--- src/rtl/rpc_pkg.sv ---
package rpc_pkg;

    typedef enum logic [2:0] {
        PS_IDLE = 3'd0,
        PS_ACT  = 3'd1,
        PS_REF  = 3'd2,
        PS_SREF = 3'd3,
        PS_PPD  = 3'd4,
        PS_APD  = 3'd5
    } pstate_t;

    typedef struct packed {
        pstate_t state;
        logic    ref_pend;
        logic    err;
        logic    lp_enter;
        logic    ref_grant;
    } ctrl_t;

    function automatic logic is_low_power(input pstate_t s);
        return (s == PS_SREF) || (s == PS_PPD) || (s == PS_APD);
    endfunction

endpackage

--- src/rtl/rpc_evt_cnt.sv ---
module rpc_evt_cnt #(
    parameter int EVT_W = 4
) (
    input  logic clk,
    input  logic rst_n,
    input  logic inc_i,
    input  logic dec_i,
    output logic zero_o
);
    localparam logic [EVT_W-1:0] CNT_MAX = {EVT_W{1'b1}};

    logic [EVT_W-1:0] cnt_d, cnt_q;

    always_comb begin
        cnt_d = cnt_q;
        if (inc_i && !dec_i && cnt_q != CNT_MAX) begin
            cnt_d = cnt_q + 1'b1;
        end else if (dec_i && !inc_i && cnt_q != '0) begin
            cnt_d = cnt_q - 1'b1;
        end
    end

    always_ff @(posedge clk) begin
        if (!rst_n) cnt_q <= '0;
        else        cnt_q <= cnt_d;
    end

    assign zero_o = (cnt_q == '0);

endmodule

--- src/rtl/rpc_ref_timer.sv ---
module rpc_ref_timer #(
    parameter int REF_CYC = 8
) (
    input  logic clk,
    input  logic rst_n,
    input  logic run_i,
    output logic done_o
);
    localparam int REF_W = (REF_CYC > 1) ? $clog2(REF_CYC) : 1;
    localparam logic [REF_W-1:0] LAST = REF_W'(REF_CYC - 1);

    logic [REF_W-1:0] cnt_d, cnt_q;

    always_comb begin
        cnt_d = '0;
        if (run_i && cnt_q != LAST) cnt_d = cnt_q + 1'b1;
    end

    always_ff @(posedge clk) begin
        if (!rst_n) cnt_q <= '0;
        else        cnt_q <= cnt_d;
    end

    assign done_o = run_i && (cnt_q == LAST);

endmodule

--- src/rtl/rank_pwr_ctrl.sv ---
module rank_pwr_ctrl
    import rpc_pkg::*;
#(
    parameter int REF_CYC = 8,
    parameter int EVT_W   = 4
) (
    input  logic       clk,
    input  logic       rst_n,
    input  logic       act_i,
    input  logic       pre_all_i,
    input  logic       rd_issue_i,
    input  logic       rd_return_i,
    input  logic       ref_due_i,
    input  logic       sref_req_i,
    input  logic       sref_exit_i,
    input  logic       pd_req_i,
    input  logic       wake_i,
    output logic [2:0] state_o,
    output logic       ref_grant_o,
    output logic       lp_enter_o,
    output logic       err_o
);
    ctrl_t cur_q, nxt_d;
    logic  evt_zero;
    logic  ref_done;
    logic  pend;
    logic  lp_ok;

    rpc_evt_cnt #(.EVT_W(EVT_W)) u_evt (
        .clk    (clk),
        .rst_n  (rst_n),
        .inc_i  (rd_issue_i),
        .dec_i  (rd_return_i),
        .zero_o (evt_zero)
    );

    rpc_ref_timer #(.REF_CYC(REF_CYC)) u_tmr (
        .clk    (clk),
        .rst_n  (rst_n),
        .run_i  (cur_q.state == PS_REF),
        .done_o (ref_done)
    );

    always_comb begin
        nxt_d           = cur_q;
        nxt_d.lp_enter  = 1'b0;
        nxt_d.ref_grant = 1'b0;
        pend            = cur_q.ref_pend | ref_due_i;
        lp_ok           = evt_zero && !pend && (cur_q.state != PS_REF);
        nxt_d.ref_pend  = pend;

        case (cur_q.state)
            PS_IDLE: begin
                if (pend) begin
                    nxt_d.state     = PS_REF;
                    nxt_d.ref_grant = 1'b1;
                end else if (sref_req_i && lp_ok) begin
                    nxt_d.state    = PS_SREF;
                    nxt_d.lp_enter = 1'b1;
                end else if (pd_req_i && lp_ok) begin
                    nxt_d.state    = PS_PPD;
                    nxt_d.lp_enter = 1'b1;
                end else if (act_i) begin
                    nxt_d.state = PS_ACT;
                end
            end
            PS_ACT: begin
                if (pre_all_i) begin
                    nxt_d.state = PS_IDLE;
                end else if (pd_req_i && lp_ok) begin
                    nxt_d.state    = PS_APD;
                    nxt_d.lp_enter = 1'b1;
                end
            end
            PS_REF: begin
                if (ref_done) begin
                    nxt_d.state    = PS_IDLE;
                    nxt_d.ref_pend = ref_due_i;
                end
            end
            PS_SREF: if (sref_exit_i) nxt_d.state = PS_IDLE;
            PS_PPD:  if (wake_i)      nxt_d.state = PS_IDLE;
            PS_APD:  if (wake_i)      nxt_d.state = PS_ACT;
            default: nxt_d.state = PS_IDLE;
        endcase

        if (nxt_d.lp_enter && (act_i || pre_all_i)) nxt_d.err = 1'b1;
        if (rd_return_i && is_low_power(cur_q.state)) nxt_d.err = 1'b1;
    end

    always_ff @(posedge clk) begin
        if (!rst_n) begin
            cur_q <= '{state: PS_IDLE, ref_pend: 1'b0, err: 1'b0,
                       lp_enter: 1'b0, ref_grant: 1'b0};
        end else begin
            cur_q <= nxt_d;
        end
    end

    assign state_o     = cur_q.state;
    assign ref_grant_o = cur_q.ref_grant;
    assign lp_enter_o  = cur_q.lp_enter;
    assign err_o       = cur_q.err;

endmodule

--- config.mk ---
export PLATFORM = sky130hd
export DESIGN_NAME = rank_pwr_ctrl
export DESIGN_NICKNAME = d
export VERILOG_FILES = /design/src/rtl/rpc_pkg.sv /design/src/rtl/rpc_evt_cnt.sv /design/src/rtl/rpc_ref_timer.sv /design/src/rtl/rank_pwr_ctrl.sv
export SDC_FILE = /design/constraint.sdc
export NUM_CORES = 1
export LEC_CHECK = 0
export BUFFER_PORTS_ARGS = -buffer_cell sky130_fd_sc_hd__buf_2
export CORE_ASPECT_RATIO = 1.2
export CORE_MARGIN = 2
export CORE_UTILIZATION = 47
export CTS_BUF_LIST = sky130_fd_sc_hd__clkbuf_4
export CTS_CLUSTER_SIZE = 20
export DETAILED_ROUTE_END_ITERATION = 16
export PLACE_DENSITY = 0.78
export SYNTH_ARGS = -nofsm -noshare
export SYNTH_HDL_FRONTEND = slang
export SYNTH_HIERARCHICAL = 1
export SYNTH_SLANG_ARGS = --single-unit
--- constraint.sdc ---
create_clock -name clk -period 4.3 [get_ports clk]
set_clock_uncertainty 0.05 [all_clocks]
set_input_delay 0.86 -clock clk [delete_from_list [all_inputs] [get_ports clk]]
set_output_delay 0.86 -clock clk [all_outputs]
set_load 0.02 [all_outputs]
# Word level (Yosys, flattened, before mapping)
# Cells that the tools add are included.
# totals
ff_bits	14
input_bits	11
output_inout_bits	6
word_cells	74
# op_classes
add_sub_neg	3
n_eq_ne	15
muxes	22
n_bitwise	1
reduce_logical	26
# ops
op	n
3-bit two-way mux	9
3-bit one-hot mux with 6 select lines	1
1-bit logical AND	12
4-bit two-way mux	3
3-bit == test (second input constant)	3
1-bit two-way mux	8
2-bit != test (second input constant)	4
3-bit by 2-bit == test with 1-bit output (second input constant)	2
3-bit != test (second input constant)	2
6-bit AND reduction	1
5-bit != test (second input constant)	1
4-bit by 1-bit adder with 4-bit output (second input constant)	1
4-bit logical NOT	1
4-bit != test (second input constant)	1
2-bit AND reduction	2
2-bit nonzero test	2
4-bit nonzero test	1
4-bit by 1-bit subtractor with 4-bit output (second input constant)	1
3-bit by 1-bit adder with 3-bit output (second input constant)	1
3-bit by 1-bit == test with 1-bit output (second input constant)	1
1-bit logical NOT	3
3-bit logical NOT	1
1-bit logical OR	3
3-bit by 2-bit != test with 1-bit output (second input constant)	1
other kinds (2)	2

# Depth between registers and ports, before layout
# depth
word_depth	12
depth_mapped	7
depth_no_buf	7

# Modules after synthesis
# Netlist, hierarchy kept.
# by_module_without_submodules
module	n_inst	cells_per_inst	area_per_inst_um2	seq_area_each_um2
rank_pwr_ctrl	1	55	479.2	140.1
rpc_evt_cnt	1	28	287.8	80.1
rpc_ref_timer	1	9	127.6	60.1

# Worst setup path after synthesis
# No wires, ideal clock.
# synth_path
path_type	input -> register
startpoint	input port rd_return_i
endpoint	register u_evt.cnt_q[3]
setup_time_ns	0.072
arrival_time_ns	2.178
required_time_ns	4.178
path_slack_ns	2.001
path_stages	7
n_path_buf	0
path_cell_list	nand2b_1 > or2_1 > ha_1 > a21oi_1 > a211oi_1 > a31oi_1 > mux2i_1
# synth_between
elab_chain_len	4
elab_cells_between_ends	7
classes_between	1 x mux; 6 x reduce/logical
# synth_rtl
element	line_no	text
from (decl)	rank_pwr_ctrl.sv:12	input logic rd_return_i,
1-bit logical NOT	rpc_evt_cnt.sv:16	if (inc_i && !dec_i && cnt_q != CNT_MAX) begin
1-bit logical AND (2 in a row)	rpc_evt_cnt.sv:16	
4-bit two-way mux or 2-bit nonzero test (tied branches)	--	
to (signal assigned)	rpc_evt_cnt.sv:25	else cnt_q <= cnt_d;
to (decl)	rpc_evt_cnt.sv:12	logic [EVT_W-1:0] cnt_d, cnt_q;
# Several ways; a longest one is shown, not always the timed one.
# A chain may end at the register's enable or synchronous reset.

# Worst setup path in the final report
# Same ends and word-level chain as after synthesis.

==> flow_summary.toml <==
[run_status]
outcome = "completed"

[layout]
areaGrowthSynthToFinish_pct = 8.671
layout.core_utilization_pct = 53.77
post_layout_nonfiller_instances = 125
finalNetCount = 123
layout-drive-gt1-share_pct = 29.25
count_of_inserted_antenna_diode_cells = 0

[sta]
tns_ns = 0
slew_violations = 0
max_clock_freq_ghz = 0.4268
slew_headroom_pct = 73.35
finalWorstSetupSlack_ns = 1.957
report.final.setup_viol = 0
final_period_minus_worst_setup_slack_ns = 2.343
final-hold-violation-count = 0
fin_worst_hold_slack_ns = 0.4821
post-route-period-util_pct = 54.48
grt_setup_unrepaired = "false"
timing_worst_slew_pin_value_ns = 0.3992

[detailed_routing]
detailedRoute.firstIterationViolations = 13
routed-wl-met2_um = 812
drtPass1Iterations = 4
vias_per_cell = 5.800
wirelength_met1_um = 791
routed_wire_length_per_instance_um = 13.81
totalWireLength_um = 1726
post-route-drc-count = 0
dr_total_vias = 725
routed.top_layer = "met4"
antenna_left = 0
met3RoutedLength_um = 52

[floorplanning]
die_w_um = 43.83
floorplan.initialDensity_pct = 49.48
boundaryPins = 17
row_count = 17
die_height_um = 51.79
fp.coreArea_um2 = 1808
die_ar_um2 = 2270

[logic_synthesis]
synth.yosys.seq_area_share_pct = 31.33
synth_nets = 108
synth_edf_count = 0
synth_top_area_share_pct = 31.33
synthMostInstantiatedCell = "dfxtp_1"
yosys_warnings = 6
synthesis.area_um2 = 894.6
synth_top_area_cell = "dfxtp_1"
synth_top_cells_by_area = "dfxtp_1, ha_1, mux2i_1"
synthFlopType = "dfxtp_1"
post_synth_num_cell_types = 43
avgSynthCellArea_um2 = 9.724
postSynth.asyncResetShare_pct = 0
synthesis.instances = 92
postSynthRegisterBits = 14
netlist_top_cells_count = "dfxtp_1, nand2_1, nor2_1"

[power_and_ir_drop]
total_leakage_power_nw = 0.4331
power_density_nw_per_um2 = 390.9
vdd.ir_drop.worst_mv = 0.1731

[clock_tree]
clock-root-buffer = "clkbuf_4"
cts_buffer_depth = 2
post_cts_resize_count = 0
cts_hold_buf = 0
cts_num_sinks = 14
tritoncts_clock_tree = "done"
post-cts-setup-buffers = 0
clock_tree.htree_level_count = 1
cts-buffers-inserted = 3
clkLatencyLatePin_ns = 0.28
cts.reportedPaths.clkPinSlew_ns = 0.09

[critical_path]
critical_path.reg2reg.startpoint = "u_evt/cnt_q[0]$_SDFFE_PN0P_"
critPathArrivalTime_ns = 2.51
reg2regPathDepth = 7
rrSetupSlack_ns = 2.18
critical_path.reg2reg.endpoint = "u_evt/cnt_q[3]$_SDFFE_PN0P_"
worstPathMaxFanout = 3
critical_path_class = "input pin to flop"
critical_path_required_ns = 4.47
worstSetupEndpointType = "flop"
cp-start-kind = "input pin"

[grt]
first_pass_grt_wire_length_um = 2960
grt_remaining_overflow = 0
grt_util_all_layers_pct = 17.91
grt_antenna_before_repair = 0
grt_start_max_net_pins = 16
first_global_vias = 705

[run]
cap_viol_max_count = 0

[min_path]
holdCritPathClass = "flop to flop"
hold_path_depth = 2
min_delay_worst_endpoint = "cur_q[3]$_SDFF_PN0_"
worstHoldStart = "cur_q[3]$_SDFF_PN0_"

[placed_design]
hpwl_um = 1272
place_worst_setup_slack_ns = 1.715
port_buffers = 16
post-place-cells = 121
routabilityCongestion = 0.8688
-- logic make-up (layout without fill, tap and decap cells) --
family / Yosys count / in the layout / synth area share [%]
DFF: 14 / 14 / 31.33
xor gates and xnor gates: 2 / 2 / 1.958
adders and majority gates: 5 / 5 / 7.832
muxes: 3 / 3 / 3.357
AOI/OAI and AO/OA: 20 / 20 / 18.04
buffers and inverters: 6 / 20 / 5.874
and+or+nand+nor: 42 / 42 / 31.61
-- layout make-up --
type                       count  area, um2
timing repair buffer          16      80.08
fill                         179      835.8
tap                           19      23.77
sequential                    14      280.3
clock inverter                 1      3.754
multi-input combinational     72      561.8
clock buffer                   3      22.52
-- critical path, cell delays in order --
cell	delay [ns]
buf_2	0.11
nand2b_1	0.17
or2_1	0.28
ha_1	0.34
a21oi_1	0.21
a211oi_1	0.13
a31oi_1	0.22
mux2i_1	0.20
-- metrics by stage --
| step | power, mW | instance area (um2) |
|---|---|---|
| global route | 0.4087 | 972.2 |
| CTS | 0.3838 | 972.2 |
| detailed placement | 0.3039 | 945.9 |
| global placement | 0.2999 | 945.9 |
| finish | 0.3800 | 972.2 |
| floorplan | 0.2819 | 894.6 |
-- sequential cells by signal (all words and copies together), names as in the netlist --
signal and cells:
err_o 1, state_o 3, lp_enter_o 1, cur_q 1, u_tmr/cnt_q 3, u_evt/cnt_q 4
ref_grant_o 1
-- layer usage --
metal,vias up,global-route usage (%)
li1,370,-
met1,331,20.13
met2,16,30.15
met3,8,3.125
met4,0,12.12
met5,-,0
-- how the worst max path moves through the flow --
stage / from / to / depth (start not counted)
after floorplan: rd_return_i / u_evt/cnt_q[3]$_SDFFE_PN0P_ / 7
after global placement: rd_return_i / u_evt/cnt_q[3]$_SDFFE_PN0P_ / 8
after detailed placement: rd_return_i / u_evt/cnt_q[3]$_SDFFE_PN0P_ / 8
after CTS: rd_return_i / u_evt/cnt_q[3]$_SDFFE_PN0P_ / 8
after global routing: rd_return_i / u_evt/cnt_q[3]$_SDFFE_PN0P_ / 8
final: rd_return_i / u_evt/cnt_q[3]$_SDFFE_PN0P_ / 8
-- where the power goes --
group | switching (mW) | internal, mW
Combinational | 0.0652 | 0.0612
Clock | 0.0454 | 0.0336
Sequential | 0.0283 | 0.146
Total | 0.139 | 0.241
-- layout by cell type (no fill, tap or decap), types with 2 or more instances in the layout --
| cell type | Yosys | layout |
|---|---|---|
| a211oi_1 | 2 | 2 |
| a21o_1 | 2 | 2 |
| a21oi_1 | 3 | 3 |
| and4b_2 | 2 | 2 |
| buf_2 | 0 | 16 |
| clkbuf_4 | 0 | 3 |
| dfxtp_1 | 14 | 14 |
| ha_1 | 4 | 4 |
| mux2i_1 | 3 | 3 |
| nand2_1 | 8 | 8 |
| nand2b_1 | 4 | 4 |
| nand3_1 | 2 | 2 |
| nand3b_1 | 2 | 2 |
| nor2_1 | 5 | 5 |
| nor2b_1 | 4 | 4 |
| nor3_1 | 3 | 3 |
| o211ai_1 | 2 | 2 |
(Power assumes the default switching activity.)
